### src/rtl/dsd_rx_pkg.sv
// Shared types and helpers for the one-bit stream receiver.
package dsd_rx_pkg;
    localparam int DIV_W = 4;
    typedef logic [DIV_W-1:0] div_t;

    // Map the master divide select to master cycles per bit-clock period.
    function automatic div_t ratio_div(input logic [1:0] sel);
        case (sel)
            2'd1:    return div_t'(8);
            2'd2:    return div_t'(12);
            default: return div_t'(4);
        endcase
    endfunction
endpackage

### src/rtl/dsd_clkgen.sv
// Master-mode clock generator.
// Divides the master clock into a bit clock (plain capture) or a double-rate
// data clock plus a bit-rate phase reference (phase-modulated capture).
// Assumes the mode and divide inputs change only under reset.
module dsd_clkgen
    import dsd_rx_pkg::*;
(
    input  logic       clk,
    input  logic       rst_n,
    input  logic       master_en,
    input  logic       pm_en,
    input  logic [1:0] ratio_sel,
    output logic       sclk_gen,
    output logic       phase_gen
);
    div_t n_div, half, quarter, cnt, pos;

    assign n_div   = ratio_div(ratio_sel);
    assign half    = n_div >> 1;
    assign quarter = n_div >> 2;
    // Position inside the current fast-clock period.
    assign pos     = (cnt >= half) ? div_t'(cnt - half) : cnt;

    // Count master cycles and register the generated clock levels.
    always_ff @(posedge clk) begin
        if (!rst_n || !master_en) begin
            cnt       <= '0;
            sclk_gen  <= 1'b0;
            phase_gen <= 1'b0;
        end else begin
            cnt       <= (cnt >= div_t'(n_div - 1'b1)) ? '0 : div_t'(cnt + 1'b1);
            sclk_gen  <= pm_en ? (pos < quarter) : (cnt < half);
            phase_gen <= pm_en & (cnt < half);
        end
    end
endmodule

### src/rtl/dsd_sync.sv
// Multi-stage synchroniser for a bundle of single-bit inputs.
// All bits see the same delay, which keeps clock, phase and data aligned.
module dsd_sync #(
    parameter int WIDTH  = 4,
    parameter int STAGES = 2
) (
    input  logic             clk,
    input  logic             rst_n,
    input  logic [WIDTH-1:0] d,
    output logic [WIDTH-1:0] q
);
    logic [WIDTH-1:0] chain [STAGES];

    // Shift the raw inputs through the flop chain.
    always_ff @(posedge clk) begin
        if (!rst_n) begin
            for (int i = 0; i < STAGES; i++) chain[i] <= '0;
        end else begin
            chain[0] <= d;
            for (int i = 1; i < STAGES; i++) chain[i] <= chain[i-1];
        end
    end

    assign q = chain[STAGES-1];
endmodule

### src/rtl/dsd_capture.sv
// Bit recovery from the synchronised clock, phase and data lines.
// Plain mode: samples every rising clock edge.
// Phase mode: keeps the phase-high sample, then at the phase-low edge
// emits the carrying half and checks that the other half is its complement.
module dsd_capture #(
    parameter int NCH = 2
) (
    input  logic           clk,
    input  logic           rst_n,
    input  logic           pm_en,
    input  logic           pm_var,
    input  logic           s_clk,
    input  logic           s_ph,
    input  logic [NCH-1:0] s_dat,
    output logic [NCH-1:0] bits,
    output logic           valid,
    output logic           err
);
    logic           clk_d, have_first, rise;
    logic [NCH-1:0] first_h, same;

    assign rise = s_clk & ~clk_d;

    // A half pair is wrong when both halves hold the same level.
    for (genvar ch = 0; ch < NCH; ch++) begin : g_cmp
        assign same[ch] = (s_dat[ch] == first_h[ch]);
    end

    // Detect clock edges, hold the first half and emit recovered bits.
    always_ff @(posedge clk) begin
        if (!rst_n) begin
            clk_d      <= 1'b0;
            have_first <= 1'b0;
            first_h    <= '0;
            bits       <= '0;
            valid      <= 1'b0;
            err        <= 1'b0;
        end else begin
            clk_d <= s_clk;
            valid <= 1'b0;
            err   <= 1'b0;
            if (rise) begin
                if (!pm_en) begin
                    bits  <= s_dat;
                    valid <= 1'b1;
                end else if (s_ph) begin
                    first_h    <= s_dat;
                    have_first <= 1'b1;
                end else if (have_first) begin
                    have_first <= 1'b0;
                    bits       <= pm_var ? s_dat : first_h;
                    valid      <= 1'b1;
                    err        <= |same;
                end
            end
        end
    end
endmodule

### src/rtl/dsd_rx.sv
// Top of the one-bit stereo stream receiver.
// Picks the internal or the external clocks, synchronises them together with
// the data, and recovers one bit per channel.
// Assumes the mode inputs are static outside reset.
module dsd_rx #(
    parameter int SYNC_STAGES = 2
) (
    input  logic       clk,
    input  logic       rst_n,
    input  logic       master_en,
    input  logic       pm_en,
    input  logic       pm_variant,
    input  logic [1:0] ratio_sel,
    input  logic       sclk_in,
    input  logic       phase_in,
    input  logic       ldata_in,
    input  logic       rdata_in,
    output logic       sclk_out,
    output logic       phase_out,
    output logic       left_bit,
    output logic       right_bit,
    output logic       bit_valid,
    output logic       pm_err
);
    localparam int NCH = 2;
    localparam int SW  = NCH + 2;

    logic           sclk_gen, phase_gen, clk_raw, ph_raw, var_eff;
    logic [SW-1:0]  raw_bus, sync_bus;
    logic [NCH-1:0] rec_bits;

    dsd_clkgen u_gen (
        .clk(clk), .rst_n(rst_n), .master_en(master_en), .pm_en(pm_en),
        .ratio_sel(ratio_sel), .sclk_gen(sclk_gen), .phase_gen(phase_gen)
    );

    // Source selection: own generator in master mode, pins otherwise.
    assign clk_raw = master_en ? sclk_gen  : sclk_in;
    assign ph_raw  = master_en ? phase_gen : phase_in;
    assign var_eff = pm_variant & ~master_en;
    assign raw_bus = {ph_raw, clk_raw, rdata_in, ldata_in};

    dsd_sync #(.WIDTH(SW), .STAGES(SYNC_STAGES)) u_sync (
        .clk(clk), .rst_n(rst_n), .d(raw_bus), .q(sync_bus)
    );

    dsd_capture #(.NCH(NCH)) u_cap (
        .clk(clk), .rst_n(rst_n), .pm_en(pm_en), .pm_var(var_eff),
        .s_clk(sync_bus[NCH]), .s_ph(sync_bus[NCH+1]), .s_dat(sync_bus[NCH-1:0]),
        .bits(rec_bits), .valid(bit_valid), .err(pm_err)
    );

    assign left_bit  = rec_bits[0];
    assign right_bit = rec_bits[1];
    assign sclk_out  = sclk_gen;
    assign phase_out = phase_gen;
endmodule

### config.mk
export PLATFORM = sky130hd
export DESIGN_NAME = dsd_rx
export DESIGN_NICKNAME = d
export VERILOG_FILES = /design/src/rtl/dsd_rx_pkg.sv /design/src/rtl/dsd_clkgen.sv /design/src/rtl/dsd_sync.sv /design/src/rtl/dsd_capture.sv /design/src/rtl/dsd_rx.sv
export SDC_FILE = /design/constraint.sdc
export NUM_CORES = 1
export LEC_CHECK = 0
export BUFFER_PORTS_ARGS = -buffer_cell sky130_fd_sc_hd__buf_2
export CORE_MARGIN = 4
export CORE_UTILIZATION = 48
export DETAILED_ROUTE_END_ITERATION = 12
export PLACE_DENSITY = 0.76
export SYNTH_ARGS = -nofsm -noshare
export SYNTH_HDL_FRONTEND = slang
export SYNTH_SLANG_ARGS = --single-unit
### constraint.sdc
create_clock -name clk -period 1.9 [get_ports clk]
set_input_delay 0.285 -clock clk [delete_from_list [all_inputs] [get_ports clk]]
set_output_delay 0.285 -clock clk [all_outputs]
set_load 0.01 [all_outputs]
=== After elaboration in Yosys (flattened, before gate mapping) ===
Memories as Yosys holds them, arrays and structs flattened.
Cells that the tools add are included.

* Flip-flop bits (word level): 14
* Bits in latches: 0
* Memory bits (writable): 8
* ROM bits: 0
* Input port bits: 11
* Output and inout bits: 6
* Word-level logic and storage cells: 61
* Memories: 1

{| class="wikitable"
|+ Memories
! name !! depth !! width !! read ports !! clocked after Yosys merged registers in !! write ports !! RTL line !! RTL
|-
| u_sync.chain || 2 || 4 || 2 || 0 || 2 || dsd_sync.sv:12 || <nowiki>logic [WIDTH-1:0] chain [STAGES];</nowiki>
|}

* $add $sub $neg: 3
* Multiply operators: 0
* Div/mod/pow operators: 0
* $lt $le $gt $ge: 4
* Equal/unequal tests: 6
* Shift-type cells: 0
* Muxes and demuxes: 17
* Bitwise gates (word level): 11
* Reduce and logical (&&, ||, !) cells: 10

{| class="wikitable"
|+ Operator list
! kind !! number
|-
| 4-bit two-way mux || 3
|-
| 1-bit two-way mux || 9
|-
| 2-bit two-way mux || 4
|-
| 4-bit one-hot mux with 2 select lines || 1
|-
| 1-bit NOT || 6
|-
| 3-bit AND reduction || 2
|-
| 5-bit OR reduction || 1
|-
| 4-bit by 1-bit adder with 4-bit output, second input constant || 1
|-
| 4-bit by 3-bit >= comparator with 1-bit output || 1
|-
| 4-bit >= comparator || 1
|-
| 4-bit by 2-bit < comparator with 1-bit output || 1
|-
| 4-bit by 3-bit < comparator with 1-bit output || 1
|-
| 2-bit AND reduction || 2
|-
| 2-bit OR reduction || 2
|-
| 4-bit by 1-bit subtractor with 4-bit output, second input constant || 1
|-
| 4-bit by 3-bit subtractor with 4-bit output || 1
|-
| 1-bit bitwise AND || 3
|-
| 1-bit == test || 2
|-
| 2-bit by 1-bit == test with 1-bit output, second input constant || 1
|-
| 2-bit == test, second input constant || 1
|-
| 1-bit logical NOT || 2
|-
| 2-bit by 1-bit != test with 1-bit output, second input constant || 1
|-
| 2-bit != test, second input constant || 1
|-
| 1-bit OR || 2
|-
| 1-bit logical OR || 1
|}

=== Logic depth before layout (Yosys ltp) ===
* Depth after elaboration: 6
* Mapped depth: 12
* Mapped depth without buffers: 12

=== Hierarchy ===
From an unflattened synthesis, not the netlist that was laid out.

* Cell total of the unflattened synthesis: 106
* Area, all modules: 1054.8 µm²

{| class="wikitable"
|+ Modules (own cells, without submodules)
! module !! times used !! cells each !! area each (µm²) !! seq. area each (µm²)
|-
| dsd_clkgen || 1 || 46 || 425.4 || 120.1
|-
| dsd_capture || 1 || 37 || 357.8 || 160.2
|-
| dsd_sync || 1 || 20 || 240.2 || 160.2
|-
| dsd_rx || 1 || 3 || 31.3 || 0.0
|}

=== Worst setup path after synthesis ===
Ideal clock, no wire load.

* Kind: input port to flip-flop
* Start point: in ratio_sel[0]
* End point: reg u_gen.sclk_gen
* Library setup time: 88 ps
* Arrival time: 1820 ps
* Required time: 1812 ps
* Slack: -8 ps
* Stages: 11
* Path buffers: 0
* Cells stage by stage: inv_1 ha_1 ha_1 inv_1 o211ai_2 nor2_1 a21oi_1 ha_1 o21ai_0 nand4bb_1 o32ai_2

* Longest elaborated chain between the ends: 6
* Elaborated cells on any way between the ends: 9
* Classes of those cells: add/sub (1); order compare (3); eq/ne (2); mux (3)

{| class="wikitable"
|+ RTL lines
! element !! RTL line !! RTL
|-
| start, declared || dsd_rx.sv:13 || <nowiki>input logic [1:0] ratio_sel,</nowiki>
|-
| 2-bit == test or 2-bit by 1-bit == test with 1-bit output (tied branches) || dsd_rx_pkg.sv:8 || <nowiki>case (sel)</nowiki>
|-
| 4-bit one-hot mux with 2 select lines * || dsd_rx_pkg.sv:8 ||
|-
| 4-bit by 3-bit subtractor with 4-bit output or 4-bit by 3-bit >= comparator with 1-bit output (tied branches) || dsd_clkgen.sv:22 || <nowiki>assign pos = (cnt >= half) ? div_t'(cnt - half) : cnt;</nowiki>
|-
| 4-bit two-way mux || dsd_clkgen.sv:22 ||
|-
| 4-bit by 2-bit < comparator with 1-bit output || dsd_clkgen.sv:32 || <nowiki>sclk_gen <= pm_en ? (pos < quarter) : (cnt < half);</nowiki>
|-
| 1-bit two-way mux * || dsd_clkgen.sv:32 ||
|-
| end signal, assigned || dsd_clkgen.sv:32 ||
|-
| end, declared || dsd_clkgen.sv:13 || <nowiki>output logic sclk_gen,</nowiki>
|}

Mark *: on every way between the ends. The rest lies on a longest branch, timed or not.
A chain may end at the register's enable or synchronous reset.

=== Worst setup path after layout ===
* Start point: reg u_gen.cnt[2]
* End point: reg u_gen.sclk_gen

* Longest elaborated chain between the ends: 4
* Elaborated cells on any way between the ends: 6
* Classes of those cells: add/sub (1); order compare (3); mux (2)

{| class="wikitable"
|+ RTL lines
! element !! RTL line !! RTL
|-
| start, declared || dsd_clkgen.sv:16 || <nowiki>div_t n_div, half, quarter, cnt, pos;</nowiki>
|-
| start signal, assigned || dsd_clkgen.sv:31 || <nowiki>cnt <= (cnt >= div_t'(n_div - 1'b1)) ? '0 : div_t'(cnt + 1'b1);</nowiki>
|-
| 4-bit by 3-bit subtractor with 4-bit output or 4-bit by 3-bit >= comparator with 1-bit output (tied branches) || dsd_clkgen.sv:22 ||
|-
| 4-bit two-way mux || dsd_clkgen.sv:22 ||
|-
| 4-bit by 2-bit < comparator with 1-bit output || dsd_clkgen.sv:32 ||
|-
| 1-bit two-way mux * || dsd_clkgen.sv:32 ||
|}

Marks and branches as above.

==> run summary <==
run status: finished clean
share of cells above drive strength 1: 0.298
crit path launch type: flip-flop
period utilisation layout: 0.921
largest net degree at the start of global routing: 14
max incr delay on CP: 390 ps
syn_nets: 120
largest family of logic cells by synthesized area: simple AND/OR/NAND/NOR gates
via count: 731
HPWL Detailed: 1.40 mm
Hold Crit Class: primary input to flip-flop
setup_tns: 0 ps
Initial Util: 0.509
Post-Synth Adder-Cell Area: 0.119
Post-DRT Antenna Nets: 0
vias in the first global route: 728
global placement routability congestion: 0.790
CTS buffer count: 3
Row Count: 16
Nets: 145
Clock Sinks: 22
critical path depth in cells: 9
R2R depth: 9
CTS tree: yes
Critical Path RT: 2120 ps
simple-gate share of the synthesized area: 0.171
top_reg_cell synth: dfxtp_1
Setup Crit Path Kind: flip-flop to flip-flop
CP top delay family: adder cells
Pins Over Slew Limit: 0
Crit. End Element: flip-flop
commonest non-fill, non-tap cells in the layout: dfxtp_1, buf_2, nor2_1
number of H-tree levels: 1
maximum capacitance violations: 0
Port Buffer Count: 16
Syn Std Cell Area: 0.00101 mm2
Worst Tran Pin Value: 285 ps
Worst EP arrival: 1970 ps
Distinct cells, synth: 30
Max-slew headroom: 0.808
worst skew pair latency: 300 ps
xor/xnor cell area share of the yosys netlist: 0.0434
Avg Inst Size Synth: 10.1 um2
starting DRC count in detailed routing: 4
Syn-to-layout area delta: 22.4%
CP bufs+invs: 1
final setup vio count: 0
overall die height: 53.9 um
DR vias/cell: 4.84
Cells after Synth: 100
Worst VDD drop: 427 uV
Cell Pwr Density: 774 mW/mm2
RSZ-0062 raised after global routing: false
critical path fanouts, max: 6
Ant. Diodes: 0
GRT met1 Usage: 0.160
I/O Pins: 17
GRT Overall Usage: 0.143
Static Leak: 0.582 nW
Fin Hold WS: 173 ps
Wirelength per Cell: 11.6 um
detailed-route DRC error count: 0
GR Layer Usage met2: 0.254
Slowest-stage cell, CP: dfxtp_2
Die Area: 0.00290 mm2
Max Clock Freq: 0.571 GHz
Die X: 53.9 um
clk buf depth: 2
Yosys reg bits: 22
Routed WL: 1.75 mm
first-pass GRT wire length: 2.96 mm
Initial DRT Pass Iterations: 4
commonest non-fill, non-tap cell in the layout: dfxtp_1
initial antenna violation count: 0
worst slack, placed: -210 ps
Syn. warnings: 0
Worst Skew: 12.2 ps
GR peak layer: met2
Tmin final: 1750 ps
number of synthesized flops with an enable pin: 0
core box area: 0.00198 mm2
Root Buffer: clkbuf_4
ys async rst share: 0
total gr overflow: 0
complex-gate fraction of the synthesized area: 0.112
hold path cells: 2
multiplexer share of the synthesized area: 0.0743
register area share after synthesis: 0.436
met3 Resource Use GR: 0.0332
Reg clk slew, reported paths: 120 ps
Hold-fix buffers, CTS: 0
final hold vios: 0
CP Cell Sequence: ha_4 -> inv_1 -> o211ai_2 -> nor2_1 -> a21oi_1 -> ha_1 -> o21ai_0 -> nand4bb_1 -> o32ai_2
post-route setup slack: 149 ps
-- what timing repair did --
item | 4_1_cts | 5_1_grt
setup buffers | 0 | 1
setup endpoints to repair | 0 | 1
gates resized for setup | 0 | 3
-- metal layers --
metal / part of all wire / routed length, um
met5: 0 / 0
met4: 0.0057 / 10
met3: 0.035 / 62
met2: 0.55 / 971
met1: 0.40 / 708
-- report_power, final --
group	internal [mW]	switching [mW]
combinational	0.0634	0.0597
sequential	0.477	0.00778
clock	0.213	0.136
total	0.753	0.203
-- synthesized netlist by cell type (all sizes together) (2+ instances only) --
cell type,instances,share of area
o21ai,3,0.019
nand2b,2,0.012
nor2,13,0.051
ha,8,0.099
inv,11,0.041
xor2,3,0.026
a211oi,2,0.015
xnor2,2,0.017
nand3,2,0.0099
mux2i,6,0.059
nand3b,2,0.015
a21oi,3,0.019
and2,8,0.050
dfxtp,22,0.44
nand2,3,0.014
-- per-stage QoR --
step	utilization	instance area, um2	cells	power (mW)
floorplan	-	1010	100	0.565
global placement	0.580	1150	146	0.603
detailed placement	0.580	1150	146	0.609
CTS	0.607	1200	150	0.952
global route	0.624	1240	151	1.00
finish	0.624	1240	151	0.956
-- kinds of logic after synthesis --
| kind of cell | after synthesis |
|---|---|
| fa+ha+maj | 9 |
| buf+inv | 12 |
| flops | 22 |
| mux | 7 |
| simple gates | 32 |
| compound gates | 13 |
| xor+xnor | 5 |
-- flip-flops by register name, indices dropped and copies added, names as in the netlist --
register and flops:
u_sync.chain 8, u_gen.cnt 4, u_cap.bits 2, u_cap.first_h 2, u_cap.clk_d 1, u_cap.err 1, u_cap.have_first 1, u_cap.valid 1
u_gen.phase_gen 1, u_gen.sclk_gen 1
-- final timing paths --
check | from | endpoint | slack, ps
min reg2reg | u_sync.chain[0][3] | u_sync.chain[0][7] | 450
max reg2reg | u_gen.cnt[2] | u_gen.sclk_gen | 150
max | u_gen.cnt[2] | u_gen.sclk_gen | 150
min | ldata_in | u_sync.chain[0][0] | 170
-- cell type report --
cell class | instances | area (um2)
Clock buffer | 3 | 22.5
Clock inverter | 1 | 30.0
Fill cell | 171 | 746
Multi-Input combinational cell | 66 | 549
Timing Repair Buffer | 21 | 118
Inverter | 11 | 41.3
Tap cell | 27 | 33.8
Sequential cell | 22 | 442
No activity file was read; power rests on OpenSTA's default activity.
